$ cat src/rtl/cbe_pkg.sv
package cbe_pkg;
  localparam int CODE_W   = 27;
  localparam int REG_W    = CODE_W + 1;
  localparam int CT_W     = 4;
  localparam int CT_START = 12;
  localparam int CT_NORM  = 8;
  localparam int CT_STUFF = 7;

  localparam logic [REG_W-1:0] KEEP_NORM  = {{(REG_W-CT_NORM-1){1'b0}} , {(CT_NORM+1){1'b0}}} | ((REG_W)'(1) << (REG_W-CT_NORM-1)) - (REG_W)'(1);
  localparam logic [REG_W-1:0] KEEP_STUFF = ((REG_W)'(1) << (REG_W-CT_NORM)) - (REG_W)'(1);

  typedef enum logic [1:0] {PH_IDLE, PH_SHIFT, PH_FL2, PH_FLEND} phase_t;

  typedef struct packed {
    logic [REG_W-1:0] c;
    logic [7:0]       b;
    logic [CT_W-1:0]  ct;
    logic [7:0]       commit;
  } bnd_t;

  function automatic bnd_t byte_boundary(input logic [REG_W-1:0] c, input logic [7:0] b);
    bnd_t r;
    logic [7:0] binc;
    binc     = b + 8'd1;
    r.commit = b;
    r.b      = c[REG_W-2 -: 8];
    r.c      = c & KEEP_NORM;
    r.ct     = CT_W'(CT_NORM);
    if (b == 8'hFF) begin
      r.b  = c[REG_W-1 -: 8];
      r.c  = c & KEEP_STUFF;
      r.ct = CT_W'(CT_STUFF);
    end else if (c[REG_W-1]) begin
      r.commit = binc;
      if (binc == 8'hFF) begin
        r.b  = {1'b0, c[REG_W-2 -: 7]};
        r.c  = c & KEEP_STUFF;
        r.ct = CT_W'(CT_STUFF);
      end
    end
    return r;
  endfunction
endpackage

$ cat src/rtl/cbe_fifo.sv
module cbe_fifo #(
  parameter int DEPTH = 4,
  parameter int W     = 8
) (
  input  logic         clk,
  input  logic         rst_n,
  input  logic         push,
  input  logic [W-1:0] din,
  output logic         full,
  output logic         valid,
  input  logic         ready,
  output logic [W-1:0] dout
);
  localparam int AW = (DEPTH > 1) ? $clog2(DEPTH) : 1;
  localparam logic [AW-1:0] LAST = AW'(DEPTH - 1);

  logic [W-1:0]  mem [DEPTH];
  logic [AW-1:0] wp, rp;
  logic [AW:0]   cnt;
  logic          pop;

  assign pop   = valid && ready;
  assign full  = (cnt == (AW+1)'(DEPTH));
  assign valid = (cnt != '0);
  assign dout  = mem[rp];

  always_ff @(posedge clk) begin
    if (push) mem[wp] <= din;
  end

  always_ff @(posedge clk) begin
    if (!rst_n) begin
      wp  <= '0;
      rp  <= '0;
      cnt <= '0;
    end else begin
      if (push) wp <= (wp == LAST) ? '0 : wp + AW'(1);
      if (pop)  rp <= (rp == LAST) ? '0 : rp + AW'(1);
      case ({push, pop})
        2'b10:   cnt <= cnt + (AW+1)'(1);
        2'b01:   cnt <= cnt - (AW+1)'(1);
        default: cnt <= cnt;
      endcase
    end
  end

  // the producer never writes into a full queue
  p_push_has_room_r6: assert property (@(posedge clk) disable iff (!rst_n)
    push |-> !full);

  // a byte offered and not taken stays put
  p_hold_output_r6: assert property (@(posedge clk) disable iff (!rst_n)
    (valid && !ready) |=> (valid && $stable(dout)));
endmodule

$ cat src/rtl/cbe_core.sv
module cbe_core
  import cbe_pkg::*;
#(
  parameter int SHIFT_W = 4,
  parameter int ADD_W   = 16
) (
  input  logic               clk,
  input  logic               rst_n,
  input  logic               in_valid,
  output logic               in_ready,
  input  logic               in_hit,
  input  logic [SHIFT_W-1:0] in_shift,
  input  logic [ADD_W-1:0]   in_addend,
  input  logic               in_flush,
  input  logic               q_full,
  output logic               q_push,
  output logic [7:0]         q_data
);
  localparam int REM_W = (SHIFT_W > CT_W) ? SHIFT_W : CT_W;
  localparam int XW    = REG_W + 1;
  localparam logic [REG_W-1:0] LOW_ONES = ((REG_W)'(1) << ADD_W) - (REG_W)'(1);
  localparam logic [XW-1:0]    HALF     = (XW)'(1) << (ADD_W - 1);

  phase_t           phase;
  logic [REG_W-1:0] c_q, c_src, c_sh, c_fl;
  logic [XW-1:0]    top_x, c_or;
  logic [CT_W-1:0]  ct_q, ct_dec;
  logic [7:0]       b_q;
  logic             started_q;
  logic [REM_W-1:0] rem_q, rem_src, k, rem_left;
  logic             accept, active, bo;
  bnd_t             bres;

  assign in_ready = (phase == PH_IDLE) && !q_full;
  assign accept   = in_valid && in_ready;

  // flush: pick the value inside the interval with most trailing ones
  always_comb begin
    top_x = {1'b0, c_q} + XW'(in_addend);
    c_or  = {1'b0, c_q | LOW_ONES};
    if (c_or >= top_x) c_or = c_or - HALF;
    c_fl  = c_or[REG_W-1:0];
  end

  always_comb begin
    c_src   = c_q;
    rem_src = rem_q;
    active  = 1'b0;
    case (phase)
      PH_IDLE: begin
        c_src   = in_flush ? c_fl : c_q + (in_hit ? REG_W'(in_addend) : '0);
        rem_src = in_flush ? REM_W'(ct_q) : REM_W'(in_shift);
        active  = accept;
      end
      PH_SHIFT: active = !q_full;
      PH_FL2: begin
        rem_src = REM_W'(ct_q);
        active  = !q_full;
      end
      default: rem_src = '0;
    endcase
    k        = (rem_src < REM_W'(ct_q)) ? rem_src : REM_W'(ct_q);
    c_sh     = c_src << k;
    ct_dec   = ct_q - CT_W'(k);
    rem_left = rem_src - k;
    bo       = active && (ct_dec == '0);
    bres     = byte_boundary(c_sh, b_q);
    if (phase == PH_FLEND) begin
      q_push = !q_full && (b_q != 8'hFF);
      q_data = b_q;
    end else begin
      q_push = bo && started_q;
      q_data = bres.commit;
    end
  end

  always_ff @(posedge clk) begin
    if (!rst_n) begin
      phase     <= PH_IDLE;
      c_q       <= '0;
      ct_q      <= CT_W'(CT_START);
      b_q       <= '0;
      started_q <= 1'b0;
      rem_q     <= '0;
    end else begin
      if (active) begin
        rem_q <= rem_left;
        if (bo) begin
          c_q       <= bres.c;
          ct_q      <= bres.ct;
          b_q       <= bres.b;
          started_q <= 1'b1;
        end else begin
          c_q  <= c_sh;
          ct_q <= ct_dec;
        end
      end
      case (phase)
        PH_IDLE:
          if (accept) begin
            if (in_flush)           phase <= PH_FL2;
            else if (rem_left != 0) phase <= PH_SHIFT;
          end
        PH_SHIFT: if (active && rem_left == 0) phase <= PH_IDLE;
        PH_FL2:   if (active) phase <= PH_FLEND;
        default:
          if (!q_full) begin
            phase     <= PH_IDLE;
            c_q       <= '0;
            ct_q      <= CT_W'(CT_START);
            b_q       <= '0;
            started_q <= 1'b0;
          end
      endcase
    end
  end

  // a shift longer than the bits left to the boundary blocks the next update
  p_long_shift_stalls_r5: assert property (@(posedge clk) disable iff (!rst_n)
    (accept && !in_flush && (REM_W'(in_shift) > REM_W'(ct_q))) |=> !in_ready);

  // the counter reloads with 7 or 8 after a boundary
  p_reload_value_r3: assert property (@(posedge clk) disable iff (!rst_n)
    bo |=> (ct_q == CT_W'(CT_NORM) || ct_q == CT_W'(CT_STUFF)));

  // between updates the counter lies in 1..12
  p_counter_range_r3: assert property (@(posedge clk) disable iff (!rst_n)
    (phase == PH_IDLE) |-> (ct_q != '0 && ct_q <= CT_W'(CT_START)));

  // a written 0xFF leaves only seven bits for the next byte
  p_stuff_after_ff_r4: assert property (@(posedge clk) disable iff (!rst_n)
    (q_push && q_data == 8'hFF && phase != PH_FLEND) |=> (ct_q == CT_W'(CT_STUFF)));
endmodule

$ cat src/rtl/code_byte_emitter.sv
module code_byte_emitter #(
  parameter int SHIFT_W    = 4,
  parameter int ADD_W      = 16,
  parameter int FIFO_DEPTH = 4
) (
  input  logic               clk,
  input  logic               rst_n,
  input  logic               in_valid,
  output logic               in_ready,
  input  logic               in_hit,
  input  logic [SHIFT_W-1:0] in_shift,
  input  logic [ADD_W-1:0]   in_addend,
  input  logic               in_flush,
  output logic               out_valid,
  input  logic               out_ready,
  output logic [7:0]         out_data
);
  logic       q_full, q_push;
  logic [7:0] q_data;

  cbe_core #(.SHIFT_W(SHIFT_W), .ADD_W(ADD_W)) u_core (
    .clk       (clk),
    .rst_n     (rst_n),
    .in_valid  (in_valid),
    .in_ready  (in_ready),
    .in_hit    (in_hit),
    .in_shift  (in_shift),
    .in_addend (in_addend),
    .in_flush  (in_flush),
    .q_full    (q_full),
    .q_push    (q_push),
    .q_data    (q_data)
  );

  cbe_fifo #(.DEPTH(FIFO_DEPTH), .W(8)) u_queue (
    .clk   (clk),
    .rst_n (rst_n),
    .push  (q_push),
    .din   (q_data),
    .full  (q_full),
    .valid (out_valid),
    .ready (out_ready),
    .dout  (out_data)
  );
endmodule

$ cat config.mk
export PLATFORM = sky130hd
export DESIGN_NAME = code_byte_emitter
export DESIGN_NICKNAME = d
export VERILOG_FILES = /design/src/rtl/cbe_pkg.sv /design/src/rtl/cbe_fifo.sv /design/src/rtl/cbe_core.sv /design/src/rtl/code_byte_emitter.sv
export SDC_FILE = /design/constraint.sdc
export NUM_CORES = 1
export LEC_CHECK = 0
export ABC_AREA = 1
export BUFFER_PORTS_ARGS = -buffer_cell sky130_fd_sc_hd__buf_2
export CORE_MARGIN = 5
export CORE_UTILIZATION = 55
export CTS_CLUSTER_DIAMETER = 40
export CTS_CLUSTER_SIZE = 12
export DETAILED_ROUTE_END_ITERATION = 8
export HOLD_SLACK_MARGIN = 0.15
export PLACE_DENSITY_LB_ADDON = 0.15
export SETUP_SLACK_MARGIN = 0.3
export SLEW_MARGIN = 0
export SYNTH_ARGS = -nofsm -noshare
export SYNTH_HDL_FRONTEND = slang
export SYNTH_SLANG_ARGS = --single-unit
$ cat constraint.sdc
create_clock -name clk -period 6.55 [get_ports clk]
set_clock_uncertainty 0.15 [all_clocks]
set_input_delay 1.31 -clock clk [delete_from_list [all_inputs] [get_ports clk]]
set_output_delay 1.31 -clock clk [all_outputs]
set_load 0.01 [all_outputs]
==> impl_summary.txt, run 1 <==
----------------------------------------------------
[Detailed routing]
  Count of routing violations after the opening detailed-route iteration ... 737
  Number of design rule violations left after detail routing ... 0
  Number of search-and-repair iterations in the first detailed-routing pass ... 5
  Count of antenna-violating nets left after detailed routing ... 0
  Routed len/inst ... 14.9 µm
  Via density per instance ... 5.53
  Number of vias in the routed layout ... 8531
  DRT Wirelength ... 23000 µm

[Synth]
  Most used flip-flop cell after synthesis ... sky130_fd_sc_hd__dfxtp_1
  Area contributors post-synth ... sky130_fd_sc_hd__nand2_1 17%, sky130_fd_sc_hd__dfxtp_1 13%, sky130_fd_sc_hd__edfxtp_1 11%, sky130_fd_sc_hd__ha_1 9.4%, sky130_fd_sc_hd__inv_1 7.4%
  Post-synth top area share ... 17.0%
  Synthesized area divided by synthesized cell count ... 6.31 µm²
  Count of unique library cells instantiated by Yosys ... 50
  Post-Syn Nets ... 1423
  Flop and latch count out of synthesis ... 88
  Async set-or-reset flop fraction in the synthesized netlist ... 0%
  Cell area after synthesis ... 8380 µm²
  Warning count from the yosys run ... 0
  Gate count of the mapped netlist ... 1329
  Most area-hungry cell type in the Yosys netlist ... sky130_fd_sc_hd__nand2_1
  Number of synthesized flops with an enable pin ... 32
  Share of synthesized area occupied by flip-flops and latches ... 24.8%

[Die]
  Vertical extent of the die ... 133 µm
  Number of cell rows ... 45
  Initial core utilization ... 55.6%
  Number of top-level pins ... 36
  Horizontal extent of the die ... 133 µm
  Die footprint ... 17800 µm²
  Core region area ... 15100 µm²

[Timing]
  Post-layout minimum cycle time ... 5.51 ns
  Aggregate negative setup slack ... 0 ns
  Final setup slack of the worst path ... 1.04 ns
  Fin Hold WS ... 0.336 ns
  Max Freq ... 181 MHz
  Share of the clock period used by the worst path after layout ... 84.1%
  Transition at the pin with the smallest max-transition slack ... 0.712 ns
  Worst rel slew slack ... 52.5%
  Total of endpoints with negative setup slack in the final report ... 0
  Total count of max-transition violations in the final report ... 0
  Final count of hold timing violations ... 0
  Setup repair after global routing missed its margin ... false

[Clock tree]
  CTS-repair resized insts ... 0
  Number of sinks handled by clock tree synthesis ... 88
  H-Tree Depth ... 3
  Post-CTS setup repair buffer count ... 0
  Num CTS Buffers ... 9
  Clock tree from TritonCTS ... yes
  Clock root cell ... sky130_fd_sc_hd__clkbuf_16
  Maximum clock path buffer count ... 2
  Worst-path clk slew ... 0.07 ns
  Insertion delay to the later sink of the worst-skew pair ... 0.35 ns
  CTS hold repair buffers ... 0

[Place]
  Worst slack at placement ... 0.770 ns
  Number of buffers added on ports ... 35
  Final Wtd Congestion ... 0.939
  Post-detail-place hpwl ... 18200 µm

[Global route]
  Peak-usage layer in the global routing report ... met2
  Wire length of the first global-routing pass ... 37800 µm
  Total routing usage reported by global routing ... 25.7%
  Met3 Track Usage GR ... 4.49%
  Largest net degree at the start of global routing ... 33
  Overflow after GRT ... 0
  Number of global-route vias before repair ... 7602
  Number of antenna violations at the first check in global routing ... 0
  Global-route track usage on met1 ... 38.7%
  Met2 layer usage reported by global route ... 39.0%

[Worst setup path]
  Buf/Inv on CP ... 4
  Delay contributed by the slowest stage of the critical path ... 0.40 ns
  Most numerous cell on the critical path ... sky130_fd_sc_hd__nand3_1
  Capturing element type of the critical path ... register
  Cell with the biggest individual delay on the critical path ... sky130_fd_sc_hd__o21ai_1
  Worst Path Required ... 6.52 ns
  Largest delay share family, worst path ... simple AND/OR/NAND/NOR gates
  Worst Path Class, Setup ... primary input to register
  Data arrival at the endpoint of the critical path ... 5.48 ns
  Critical path startpoint category ... primary input
  Top fanout value on the critical path ... 11

[Min path]
  Type of the worst min-delay path ... register to register

[Cells and area]
  Most common cell after layout, fill and taps aside ... sky130_fd_sc_hd__nand2_1
  Diodes inserted ... 0
  Commonest non-fill, non-tap cells in the layout ... 379 x sky130_fd_sc_hd__nand2_1, 165 x sky130_fd_sc_hd__inv_1, 133 x sky130_fd_sc_hd__nor2_1, 104 x sky130_fd_sc_hd__nand3_1, 97 x sky130_fd_sc_hd__o21ai_0
  Area taken by flip-flops and latches ... 2080 µm²
  Final-stage net count ... 1445
  Area taken by multi-input logic gates ... 5440 µm²
  Proportion of layout cells with a drive suffix above 1 ... 7.45%
  Layout filler cell count ... 1520
  Relative area change from synthesis to final layout ... 7.16%

[Outcome]
  Result of the run ... complete, no violations

[Flow run]
  # Max-Cap Violations ... 0

----------------------------------------------------
## kinds of logic after synthesis
logic type	after synthesis	synth area share, %
AO/OA/AOI/OAI	248	16.7
buffers and inverters	211	10.2
AND/OR/NAND/NOR	685	34.6
adder cells (fa/ha/maj)	68	10.6
XOR/XNOR	29	3.03
flip-flops	88	24.8
## area by class of cell
type | count | share of cell area, %
Multi-Input combinational cell | 1030 | 60.6
Sequential cell | 88 | 23.2
Inverter | 172 | 7.21
Timing Repair Buffer | 50 | 3.20
Tap cell | 188 | 2.62
Clock buffer | 9 | 2.51
Clock inverter | 7 | 0.696
## worst reg2reg max path, delay by kind of cell (launching register included)
family / cells / cell delay, ns
simple gates: 8 / 1.08
buf+inv: 7 / 1.03
flops: 1 / 0.39
fa+ha+maj: 6 / 1.55
compound gates: 7 / 0.92
## worst paths after layout
| check | from | to | slack [ns] | cells after the start |
|---|---|---|---|---|
| worst max-delay path | in_addend[2] | u_queue.mem[3][5]$_DFFE_PP_ | 1.04 | 32 |
| worst min-delay path | u_queue.cnt[0]$_SDFFE_PN0P_ | u_queue.cnt[0]$_SDFFE_PN0P_ | 0.34 | 1 |
| worst max register to register | u_core.phase[0]$_SDFFE_PN0P_ | u_queue.cnt[2]$_SDFFE_PN0P_ | 1.35 | 28 |
| worst min register to register | u_queue.cnt[0]$_SDFFE_PN0P_ | u_queue.cnt[0]$_SDFFE_PN0P_ | 0.34 | 1 |
## registers in the layout, indices dropped and copies added, names as in the netlist, named ones only
register and count:
u_core.b_q 8, u_core.c_q 28, u_core.ct_q 4, u_core.phase 2, u_core.rem_q 4, u_core.started_q 1, u_queue.cnt 3, u_queue.mem 32
u_queue.rp 2, u_queue.wp 2
## synth_stat cells, types with 2 or more instances
cell type                  number
sky130_fd_sc_hd__nand2_1      379
sky130_fd_sc_hd__inv_1        165
sky130_fd_sc_hd__nor2_1       133
sky130_fd_sc_hd__nand3_1      104
sky130_fd_sc_hd__o21ai_0       97
sky130_fd_sc_hd__a21oi_1       74
sky130_fd_sc_hd__ha_1          63
sky130_fd_sc_hd__dfxtp_1       56
sky130_fd_sc_hd__edfxtp_1      32
sky130_fd_sc_hd__clkbuf_1      21
sky130_fd_sc_hd__o21ai_1       21
sky130_fd_sc_hd__xor2_1        20
sky130_fd_sc_hd__nand4_1       19
sky130_fd_sc_hd__o22ai_1       14
sky130_fd_sc_hd__nand2_2       10
sky130_fd_sc_hd__nor3_1        10
sky130_fd_sc_hd__o211ai_1      10
sky130_fd_sc_hd__xnor2_1        9
sky130_fd_sc_hd__a21o_1         6
sky130_fd_sc_hd__and2_1         6
sky130_fd_sc_hd__buf_2          6
sky130_fd_sc_hd__buf_6          6
sky130_fd_sc_hd__fa_1           5
sky130_fd_sc_hd__nand3b_1       5
sky130_fd_sc_hd__o21ai_2        5
sky130_fd_sc_hd__a211oi_1       4
sky130_fd_sc_hd__clkinv_1       4
sky130_fd_sc_hd__nand3_2        4
sky130_fd_sc_hd__o221ai_1       4
sky130_fd_sc_hd__or2_2          4
sky130_fd_sc_hd__buf_1          3
sky130_fd_sc_hd__buf_4          3
sky130_fd_sc_hd__nor2_2         3
sky130_fd_sc_hd__o21bai_1       3
sky130_fd_sc_hd__or2_1          3
sky130_fd_sc_hd__a221oi_1       2
sky130_fd_sc_hd__a31oi_1        2
sky130_fd_sc_hd__inv_2          2
## layer usage
metal / vias to the layer above / part of all wire (%)
met5: - / 0
met4: 0 / 1.4
met3: 29 / 6.4
met2: 252 / 42
met1: 3836 / 50
li1: 4414 / -
## through the flow
stage | util, % | instances | instance area [µm²]
2_1_floorplan | - | 1329 | 8380
3_3_place_gp | 57.6 | 1528 | 8700
3_5_place_dp | 57.6 | 1528 | 8700
4_1_cts | 59.5 | 1544 | 8980
5_1_grt | 59.5 | 1544 | 8980
6_report | 59.5 | 1544 | 8980
Power of run 1 is left out: the tool's default activity adds up to more than one toggle a clock period on the data nets, which glitch-free logic cannot reach.
==> inputs of run 2 (changes only) <==
clock period = 4.8 ns   (was 6.55 ns; I/O delays follow)
==> impl_summary.txt, run 2 (same netlist as run 1, synthesis figures left out) <==
----------------------------------------------------
[Place]
  Number of buffers added on ports ... 35 (unchanged)
  Final Wtd Congestion ... 0.977 (+4.1%)
  Post-detail-place hpwl ... 19600 µm (+7.4%)

[Outcome]
  Result of the run ... complete, no violations

[Timing]
  Max Freq ... 220 MHz
  Fin Hold WS ... 0.323 ns (-0.0122 ns)
  Total of endpoints with negative setup slack in the final report ... 0 (unchanged)
  Post-layout minimum cycle time ... 4.54 ns
  Share of the clock period used by the worst path after layout ... 94.6%
  Worst rel slew slack ... 43.4% (-9.1 points)
  Total count of max-transition violations in the final report ... 0 (unchanged)
  Transition at the pin with the smallest max-transition slack ... 0.845 ns (+0.134 ns)
  Final count of hold timing violations ... 0 (unchanged)
  Setup repair after global routing missed its margin ... true

[Clock tree]
  H-Tree Depth ... 3 (unchanged)
  Num CTS Buffers ... 9 (unchanged)
  Number of sinks handled by clock tree synthesis ... 88 (unchanged)
  Maximum clock path buffer count ... 2 (unchanged)
  Clock tree from TritonCTS ... yes
  Insertion delay to the later sink of the worst-skew pair ... 0.35 ns (about the same)
  Clock root cell ... sky130_fd_sc_hd__clkbuf_16
  Worst-path clk slew ... 0.07 ns (about the same)

[Global route]
  Total routing usage reported by global routing ... 28.2% (+2.4 points)
  Peak-usage layer in the global routing report ... met2
  Number of antenna violations at the first check in global routing ... 0 (unchanged)
  Global-route track usage on met1 ... 41.1% (+2.3 points)
  Largest net degree at the start of global routing ... 33 (unchanged)
  Number of global-route vias before repair ... 8358 (+9.9%)
  Wire length of the first global-routing pass ... 41200 µm (+8.8%)
  Met2 layer usage reported by global route ... 43.9% (+4.9 points)
  Overflow after GRT ... 0 (unchanged)
  Met3 Track Usage GR ... 3.51% (-0.98 points)

[Worst setup path]
  Data arrival at the endpoint of the critical path ... 4.48 ns (-1.00 ns)
  Critical R2R Launch ... u_core.c_q[10]$_SDFF_PN0_
  Capturing element type of the critical path ... register
  Delay contributed by the slowest stage of the critical path ... 0.29 ns (-0.11 ns)
  Top fanout value on the critical path ... 5 (-6)
  Reg-to-reg endpoint ... u_queue.mem[2][4]$_DFFE_PP_
  Cell with the biggest individual delay on the critical path ... sky130_fd_sc_hd__ha_4
  Critical path startpoint category ... primary input
  Cell depth of the worst flop-to-flop path ... 31 (+11%)
  Worst Path Required ... 4.74 ns (-1.78 ns)
  Flop2flop setup slack ... 0.40 ns (-0.95 ns)
  Worst Path Class, Setup ... primary input to register

[Min path]
  Hold EP ... u_core.started_q$_SDFF_PN0_
  Hold Crit Depth ... 2 (+1)
  Start point of the worst min-delay path ... u_core.started_q$_SDFF_PN0_
  Type of the worst min-delay path ... register to register

[Cells and area]
  Area taken by multi-input logic gates ... 6020 µm² (+11%)
  Final-stage net count ... 1537 (+6.4%)
  Commonest non-fill, non-tap cells in the layout ... 354 x sky130_fd_sc_hd__nand2_1, 156 x sky130_fd_sc_hd__inv_1, 129 x sky130_fd_sc_hd__nor2_1, 105 x sky130_fd_sc_hd__buf_4, 93 x sky130_fd_sc_hd__nand3_1
  Relative area change from synthesis to final layout ... 23.1%
  Area taken by flip-flops and latches ... 2080 µm² (+0.12%)
  Diodes inserted ... 0 (unchanged)
  Largest registers ranked by flip-flop count ... u_queue.mem (32), u_core.c_q (28), u_core.b_q (8)
  Layout filler cell count ... 1354 (-11%)
  Most common cell after layout, fill and taps aside ... sky130_fd_sc_hd__nand2_1
  Reg with most FFs ... u_queue.mem
  Proportion of layout cells with a drive suffix above 1 ... 19.8% (+12 points)
  Max FFs per register ... 32 (unchanged)

[Die]
  Core region area ... 15100 µm² (unchanged)
  Number of top-level pins ... 36 (unchanged)
  Number of cell rows ... 45 (unchanged)
  Horizontal extent of the die ... 133 µm (unchanged)
  Die footprint ... 17800 µm² (unchanged)
  Vertical extent of the die ... 133 µm (unchanged)
  Initial core utilization ... 55.6% (unchanged)

[Detailed routing]
  Via density per instance ... 5.60 (+1.4%)
  DRT Wirelength ... 25700 µm (+12%)
  Number of search-and-repair iterations in the first detailed-routing pass ... 5 (unchanged)
  Count of antenna-violating nets left after detailed routing ... 0 (unchanged)
  Number of vias in the routed layout ... 9169 (+7.5%)
  Count of routing violations after the opening detailed-route iteration ... 747 (+1.4%)
  Number of design rule violations left after detail routing ... 0 (unchanged)
  Routed len/inst ... 15.7 µm (+5.6%)

[Flow run]
  # Max-Cap Violations ... 0 (unchanged)

----------------------------------------------------
==> run 2: how the worst max path moves through the flow <==
stage	start	end	cells after the start
6_report	in_addend[2]	u_queue.mem[2][4]$_DFFE_PP_	30
5_1_grt	in_addend[4]	u_queue.mem[2][4]$_DFFE_PP_	30
4_1_cts	in_addend[10]	u_queue.mem[1][7]$_DFFE_PP_	36
3_5_place_dp	in_addend[10]	u_queue.mem[1][4]$_DFFE_PP_	34
3_3_place_gp	in_addend[10]	u_queue.mem[0][4]$_DFFE_PP_	35
2_1_floorplan	in_flush	u_queue.cnt[2]$_SDFFE_PN0P_	28
==> run 2: layout make-up <==
| class | count | area share, % |
|---|---|---|
| multi-input combinational | 1031 | 58.3 |
| sequential | 88 | 20.2 |
| timing repair buffer | 141 | 9.82 |
| inverter | 172 | 6.44 |
| tap | 188 | 2.28 |
| clock buffer | 9 | 2.18 |
| clock inverter | 7 | 0.740 |
==> run 2: critical path, delay by kind of cell <==
| family | cells | cell delay [ns] |
|---|---|---|
| xor gates and xnor gates | 1 | 0.12 |
| AOI/OAI and AO/OA | 3 | 0.60 |
| adders and majority gates | 2 | 0.53 |
| and+or+nand+nor | 18 | 1.69 |
| buffers and inverters | 6 | 0.57 |
==> run 2: stage by stage <==
| step | cells | setup slack (ns) | cell area [µm²] | setup TNS, ns | util (%) |
|---|---|---|---|---|---|
| floorplan | 1329 | 0.170 | 8550 | 0 | - |
| global placement | 1601 | -0.212 | 9390 | -5.00 | 62.2 |
| detailed placement | 1601 | -0.334 | 9390 | -9.95 | 62.2 |
| CTS | 1620 | 0.229 | 9890 | 0 | 65.6 |
| global route | 1636 | -0.00305 | 10300 | -0.00874 | 68.4 |
| finish | 1636 | 0.261 | 10300 | 0 | 68.4 |
==> run 2: what timing repair did <==
| item | CTS | global route |
|---|---|---|
| endpoints found under the setup margin | 44 | 78 |
| hold buffers | 0 | 0 |
| gates resized for setup | 34 | 68 |
| gates cloned | 1 | 0 |
| pin swaps | 26 | 54 |
| setup buffers | 2 | 16 |
==> run 2: routing by layer <==
metal	vias to the layer above	wire (µm)
li1	4605	-
met1	4196	11900
met2	317	11500
met3	51	1770
met4	0	574
met5	-	0
Power of run 2 is left out for the same reason.
